## src/rtl/stall_pkg.sv

```systemverilog
package stall_pkg;
  typedef enum logic [2:0] {
    UNIT_EXEC   = 3'd0,
    UNIT_CMP    = 3'd1,
    UNIT_MAC    = 3'd2,
    UNIT_BRANCH = 3'd3,
    UNIT_LOAD   = 3'd4,
    UNIT_STORE  = 3'd5
  } unit_e;

  localparam int unsigned STALL_PENALTY = 2;
endpackage

```

## src/rtl/stall_hazard_check.sv

```systemverilog
module stall_hazard_check #(
  parameter int unsigned NUM_REGS = 16,
  localparam int unsigned IDX_W = $clog2(NUM_REGS)
) (
  input  stall_pkg::unit_e    unit_i,
  input  logic                a_valid_i,
  input  logic [IDX_W-1:0]    a_i,
  input  logic                b_valid_i,
  input  logic [IDX_W-1:0]    b_i,
  input  logic [NUM_REGS-1:0] mask_i,
  output logic [2:0]          cycles_o
);
  import stall_pkg::*;

  logic use_a, use_b, hit_a, hit_b;

  always_comb begin
    unique case (unit_i)
      UNIT_EXEC, UNIT_CMP, UNIT_MAC: begin use_a = 1'b1; use_b = 1'b1; end
      UNIT_BRANCH:                   begin use_a = 1'b1; use_b = 1'b0; end
      default:                       begin use_a = 1'b0; use_b = 1'b0; end
    endcase
    hit_a    = use_a && a_valid_i && mask_i[a_i];
    hit_b    = use_b && b_valid_i && mask_i[b_i];
    // two cycles per hit: 0, 2 or 4
    cycles_o = {hit_a && hit_b, hit_a ^ hit_b, 1'b0};
  end
endmodule

```

## src/rtl/stall_load_tracker.sv

```systemverilog
module stall_load_tracker #(
  parameter int unsigned NUM_REGS = 16,
  localparam int unsigned IDX_W = $clog2(NUM_REGS)
) (
  input  logic                clk_i,
  input  logic                rst_ni,
  input  logic                valid_i,
  input  logic                is_load_i,
  input  logic [IDX_W-1:0]    dest_i,
  input  logic                first_i,
  input  logic                last_i,
  output logic [NUM_REGS-1:0] pend_o,
  output logic [NUM_REGS-1:0] cur_o
);
  logic [NUM_REGS-1:0] pend_q, cur_q, pend_next;

  always_comb begin
    pend_next = first_i ? '0 : pend_q;
    if (is_load_i) pend_next[dest_i] = 1'b1;
  end

  always_ff @(posedge clk_i or negedge rst_ni) begin
    if (!rst_ni) begin
      pend_q <= '0;
      cur_q  <= '0;
    end else if (valid_i) begin
      if (last_i) begin
        cur_q  <= pend_next;
        pend_q <= '0;
      end else begin
        pend_q <= pend_next;
      end
    end
  end

  assign pend_o = pend_q;
  assign cur_o  = cur_q;

  p_pend_cleared_r3: assert property (@(posedge clk_i) disable iff (!rst_ni)
    (valid_i && last_i) |=> (pend_q == '0));

  p_load_marked_r2: assert property (@(posedge clk_i) disable iff (!rst_ni)
    (valid_i && is_load_i && !last_i) |=> ((pend_q & (NUM_REGS'(1) << $past(dest_i))) != '0));

  p_hold_idle_r11: assert property (@(posedge clk_i) disable iff (!rst_ni)
    !valid_i |=> ($stable(pend_q) && $stable(cur_q)));
endmodule

```

## src/rtl/stall_sat_counter.sv

```systemverilog
module stall_sat_counter #(
  parameter int unsigned CNT_W = 32,
  parameter int unsigned INC_W = 3
) (
  input  logic             clk_i,
  input  logic             rst_ni,
  input  logic [INC_W-1:0] inc_i,
  output logic [CNT_W-1:0] count_o
);
  logic [CNT_W-1:0] cnt_q;
  logic [CNT_W:0]   sum;

  assign sum = {1'b0, cnt_q} + (CNT_W+1)'(inc_i);

  always_ff @(posedge clk_i or negedge rst_ni) begin
    if (!rst_ni)             cnt_q <= '0;
    else if (sum[CNT_W])     cnt_q <= '1;
    else                     cnt_q <= sum[CNT_W-1:0];
  end

  assign count_o = cnt_q;

  p_sat_hold_r10: assert property (@(posedge clk_i) disable iff (!rst_ni)
    (cnt_q == '1) |=> (cnt_q == '1));

  p_no_wrap_r10: assert property (@(posedge clk_i) disable iff (!rst_ni)
    1'b1 |=> (cnt_q >= $past(cnt_q)));
endmodule

```

## src/rtl/stall_monitor.sv

```systemverilog
module stall_monitor #(
  parameter int unsigned NUM_REGS = 16,
  parameter int unsigned CNT_W    = 32,
  localparam int unsigned IDX_W   = $clog2(NUM_REGS)
) (
  input  logic                clk_i,
  input  logic                rst_ni,
  input  logic                retire_valid_i,
  input  logic [2:0]          unit_i,
  input  logic                src_a_valid_i,
  input  logic [IDX_W-1:0]    src_a_i,
  input  logic                src_b_valid_i,
  input  logic [IDX_W-1:0]    src_b_i,
  input  logic [IDX_W-1:0]    dest_i,
  input  logic                taken_i,
  input  logic                first_i,
  input  logic                last_i,
  output logic [CNT_W-1:0]    load_stall_o,
  output logic [CNT_W-1:0]    branch_stall_o,
  output logic [CNT_W-1:0]    taken_cnt_o,
  output logic [CNT_W-1:0]    untaken_cnt_o,
  output logic [NUM_REGS-1:0] pending_mask_o,
  output logic [NUM_REGS-1:0] hazard_mask_o
);
  import stall_pkg::*;

  localparam int unsigned NUM_CNT = 4;
  localparam int unsigned INC_W   = 3;

  unit_e            unit;
  logic [2:0]       hit_cycles;
  logic             is_branch;
  logic [INC_W-1:0] inc [NUM_CNT];
  logic [CNT_W-1:0] cnt [NUM_CNT];

  assign unit      = unit_e'(unit_i);
  assign is_branch = retire_valid_i && (unit == UNIT_BRANCH);

  stall_load_tracker #(.NUM_REGS(NUM_REGS)) u_tracker (
    .clk_i     (clk_i),
    .rst_ni    (rst_ni),
    .valid_i   (retire_valid_i),
    .is_load_i (unit == UNIT_LOAD),
    .dest_i    (dest_i),
    .first_i   (first_i),
    .last_i    (last_i),
    .pend_o    (pending_mask_o),
    .cur_o     (hazard_mask_o)
  );

  stall_hazard_check #(.NUM_REGS(NUM_REGS)) u_check (
    .unit_i    (unit),
    .a_valid_i (src_a_valid_i),
    .a_i       (src_a_i),
    .b_valid_i (src_b_valid_i),
    .b_i       (src_b_i),
    .mask_i    (hazard_mask_o),
    .cycles_o  (hit_cycles)
  );

  // 0 load stall, 1 branch stall, 2 taken, 3 not taken
  assign inc[0] = retire_valid_i ? hit_cycles : '0;
  assign inc[1] = (is_branch && taken_i)  ? INC_W'(STALL_PENALTY) : '0;
  assign inc[2] = (is_branch && taken_i)  ? INC_W'(1) : '0;
  assign inc[3] = (is_branch && !taken_i) ? INC_W'(1) : '0;

  for (genvar i = 0; i < NUM_CNT; i++) begin : g_cnt
    stall_sat_counter #(.CNT_W(CNT_W), .INC_W(INC_W)) u_cnt (
      .clk_i   (clk_i),
      .rst_ni  (rst_ni),
      .inc_i   (inc[i]),
      .count_o (cnt[i])
    );
  end

  assign load_stall_o   = cnt[0];
  assign branch_stall_o = cnt[1];
  assign taken_cnt_o    = cnt[2];
  assign untaken_cnt_o  = cnt[3];

  p_no_src_stall_r7: assert property (@(posedge clk_i) disable iff (!rst_ni)
    (retire_valid_i && (unit_i == 3'd4 || unit_i == 3'd5)) |=> $stable(load_stall_o));

  p_branch_only_r9: assert property (@(posedge clk_i) disable iff (!rst_ni)
    (retire_valid_i && unit_i != 3'd3) |=>
      ($stable(branch_stall_o) && $stable(taken_cnt_o) && $stable(untaken_cnt_o)));

  p_idle_counters_r11: assert property (@(posedge clk_i) disable iff (!rst_ni)
    !retire_valid_i |=> ($stable(load_stall_o) && $stable(branch_stall_o)
                         && $stable(taken_cnt_o) && $stable(untaken_cnt_o)));

  p_invalid_src_r8: assert property (@(posedge clk_i) disable iff (!rst_ni)
    (retire_valid_i && !src_a_valid_i && !src_b_valid_i) |=> $stable(load_stall_o));
endmodule

```

## config.mk

```make
export PLATFORM = sky130hd
export DESIGN_NAME = stall_monitor
export DESIGN_NICKNAME = d
export VERILOG_FILES = /design/src/rtl/stall_pkg.sv /design/src/rtl/stall_hazard_check.sv /design/src/rtl/stall_load_tracker.sv /design/src/rtl/stall_sat_counter.sv /design/src/rtl/stall_monitor.sv
export SDC_FILE = /design/constraint.sdc
export NUM_CORES = 1
export LEC_CHECK = 0
export ABC_AREA = 1
export ABC_CLOCK_PERIOD_IN_PS = 2900
export BUFFER_PORTS_ARGS = -buffer_cell sky130_fd_sc_hd__buf_4
export CORE_ASPECT_RATIO = 0.75
export CORE_UTILIZATION = 56
export DETAILED_ROUTE_END_ITERATION = 10
export PLACE_DENSITY = 0.81
export SLEW_MARGIN = 20
export SYNTH_ARGS = -nofsm -noshare
export SYNTH_HDL_FRONTEND = slang
export SYNTH_SLANG_ARGS = --single-unit
```

## constraint.sdc

```tcl
create_clock -name clk_i -period 2.9 [get_ports clk_i]
set_clock_uncertainty 0.2 [all_clocks]
set_input_delay 0.145 -clock clk_i [delete_from_list [all_inputs] [get_ports clk_i]]
set_output_delay 0.145 -clock clk_i [all_outputs]
set_load 0.05 [all_outputs]
```

==> results_dict.tcl <==
set metrics [dict create \
    start_kind "register" \
    wire_per_inst_um 15.7 \
    cts_sinks 160 \
    die_x_um 151 \
    ant_nets 0 \
    fin_util_pct 72.9 \
    grt_use_met2_pct 46.2 \
    peakVddDrop_uv 261 \
    port_buffers 182 \
    finalPower_mw 5.36 \
    grt_pass1_vias 8334 \
    syn_avg_cell_area_um2 7.10 \
    syn_inst 1320 \
    chipHeight_um 114 \
    h-tree-depth 4 \
    grt_start_max_net_pins 74 \
    slew_violations 0 \
    place_area_um2 11000 \
    yosys-top-cells-area "dfrtp_1, nand2_1, nor2_1" \
    rows 40 \
    fin_nets 1566 \
    met1_usage_pct 47.7 \
    async_reset_ff_share_pct 100 \
    area_delta_synth_final_pct 25.7 \
    cts_tree "yes" \
    met3_usage_pct 7.93 \
    dpl.hpwl_um 20200 \
    cp_data_required_time_ns 3.01 \
    critPathArrivalTime_ns 2.96 \
    yosysWarnings 0 \
    min_path_type "in -> reg" \
    cp-end-kind "register" \
    place.gp.congestion 0.939 \
    slew_headroom_pct 48.5 \
    max_freq_mhz 351 \
    vias 9458 \
    dr.first_iter.drc_count 999 \
    synth-main-ff-cell "dfrtp_1" \
    pwr_density_cell_nw_per_um2 454 \
    rsz0062_at_grt "yes" \
    grt_pass1_wl_um 42400 \
    syn_nets 1353 \
    drive_above_1_share_pct 21.6 \
    clock_path_buffers 2 \
    period_needed_ns 2.85 \
    fin_area_um2 11800 \
    cts.clk_slew.worst_paths_ns 0.06 \
    synth_cell_types 32 \
    yosysSeqAreaShare_pct 42.7 \
    cts_root_buf "clkbuf_16" \
    drt-total-wl_um 27500 \
    drc 0 \
    insertion_delay_ns 0.44 \
    crit_type "reg -> reg" \
    setup_ws_ns 0.0474 \
    cp_max_fo 4 \
    outcome "completed" \
    drv_cap 0 \
    synth_top_area_share_pct 42.7 \
    grt.total_usage_pct 32.0 \
    synth_area_leader_cell "dfrtp_1" \
    finalSetupViolCount 0 \
    fp.coreArea_um2 16200 \
    finalCritPeriodShare_pct 98.4 \
    setup_tns_ns 0 \
    postSynthRegisterBits 160 \
    hold_viol 0 \
    cts_buffers 17 \
    tightest_slew_ns 0.771 \
    synth_area_um2 9380 \
    antenna_found_initial 0 \
    diodes 0 \
    overflow 0 \
    drt_first_pass_iters 5 \
    die_area_um2 17300 \
    pre_cts_slack_ns -0.0253 \
    start_util_pct 58.0 \
    grt.busiest_layer "met1" \
    synth_edf_count 0 \
    vias_per_cell 5.39 \
    io_pins 183 \
    p_leak_nw 5.87 \
]
[worst max-delay path: stages, from the launching register on]
cell,delay (ns)
dfrtp_2,0.43
nand2_2,0.07
nand3_1,0.07
nand3_1,0.10
nand3_2,0.09
nand2_1,0.08
nor2_1,0.04
ha_1,0.28
nand2_1,0.05
inv_1,0.06
ha_2,0.18
inv_2,0.05
fa_2,0.42
nor2_4,0.18
buf_4,0.14
buf_6,0.09
nand2_1,0.05
nand2_1,0.07
nand3_1,0.08
[where the power goes]
part | internal [mW] | switching (mW)
Sequential | 2.32 | 0.120
Clock | 1.14 | 0.947
Combinational | 0.240 | 0.583
[final cells by class]
class / count / area [µm²]
Clock buffer: 20 / 457
Clock inverter: 11 / 82.6
Fill cell: 1332 / 4380
Inverter: 125 / 469
Multi-Input combinational cell: 1018 / 4870
Sequential cell: 160 / 4020
Tap cell: 210 / 263
Timing Repair Buffer: 211 / 1620
[logic make-up after synthesis]
group | after synthesis | synth area share [%]
XOR/XNOR | 37 | 3.46
AND/OR/NAND/NOR | 906 | 42.2
buffers and inverters | 145 | 6.79
adder cells (fa/ha/maj) | 10 | 1.41
AO/OA/AOI/OAI | 62 | 3.42
flip-flops | 160 | 42.7
[through the flow]
stage | std cells | hold slack (ns)
final | 1755 | 0.0217
after floorplan | 1320 | -0.351
after detailed placement | 1707 | 0.0186
after CTS | 1743 | 0.00482
after global placement | 1707 | 0.0136
after global routing | 1755 | 0.0263
[cell usage after synthesis, types with 11 or more instances]
cell type	n
nand2_1	494
nor2_1	193
dfrtp_1	160
inv_1	123
nand3_1	113
nand3b_1	40
o21ai_0	40
xnor2_1	21
xor2_1	16
nor2_2	15
nand3_2	14
a21oi_1	12
buf_6	11
nand2_2	11
[repair_timing]
item,in CTS,in global routing
setup buffers,0,9
resized for setup,2,28
pin swaps,0,16
endpoints found under the setup margin,1,92
hold endpoints to repair,90,0
gates cloned,0,3
hold buffers,5,0
[state kept, by name, indices dropped and copies added, names as in the netlist]
| signal | count |
|---|---|
| u_tracker.cur_o | 16 |
| g_cnt.u_cnt.count_o | 128 |
| u_tracker.pend_o | 16 |
[path summary, 6_finish.rpt]
check	start	to	slack (ns)	cells after the start
worst max register to register	u_tracker.cur_o[14]	g_cnt[0].u_cnt.count_o[21]	0.05	18
min in group asynchronous	rst_ni	g_cnt[1].u_cnt.count_o[24]	0.10	2
max in group asynchronous	rst_ni	u_tracker.cur_o[10]	1.51	3
worst min register to register	g_cnt[0].u_cnt.count_o[0]	g_cnt[0].u_cnt.count_o[0]	0.28	2
worst min-delay path	taken_i	g_cnt[3].u_cnt.count_o[0]	0.02	5
worst max-delay path	u_tracker.cur_o[14]	g_cnt[0].u_cnt.count_o[21]	0.05	18
[layer usage]
metal | wire length [µm] | up-vias
met4 | 490 | 0
met1 | 12500 | 4382
li1 | - | 4572
met3 | 2800 | 37
met2 | 11700 | 467
met5 | 0 | -
[layout by cell type, fill, tap and decap left out, types with 3 or more instances in the layout]
cell	count
nor2_1	190
nand2_2	13
clkinv_2	3
inv_2	4
dfrtp_2	16
inv_1	121
nand2_4	5
ha_1	8
nor2_2	15
dfrtp_1	144
nand3_1	107
a21oi_1	12
nand2_1	488
buf_4	203
inv_6	4
nor2_4	10
o21ai_0	39
dlygate4sd3_1	5
clkbuf_16	17
xor2_1	15
o21ai_1	3
nand3b_1	40
o22ai_1	8
nand3_2	22
or2_2	7
xnor2_1	21
No activity file was read; power rests on OpenSTA's default activity.
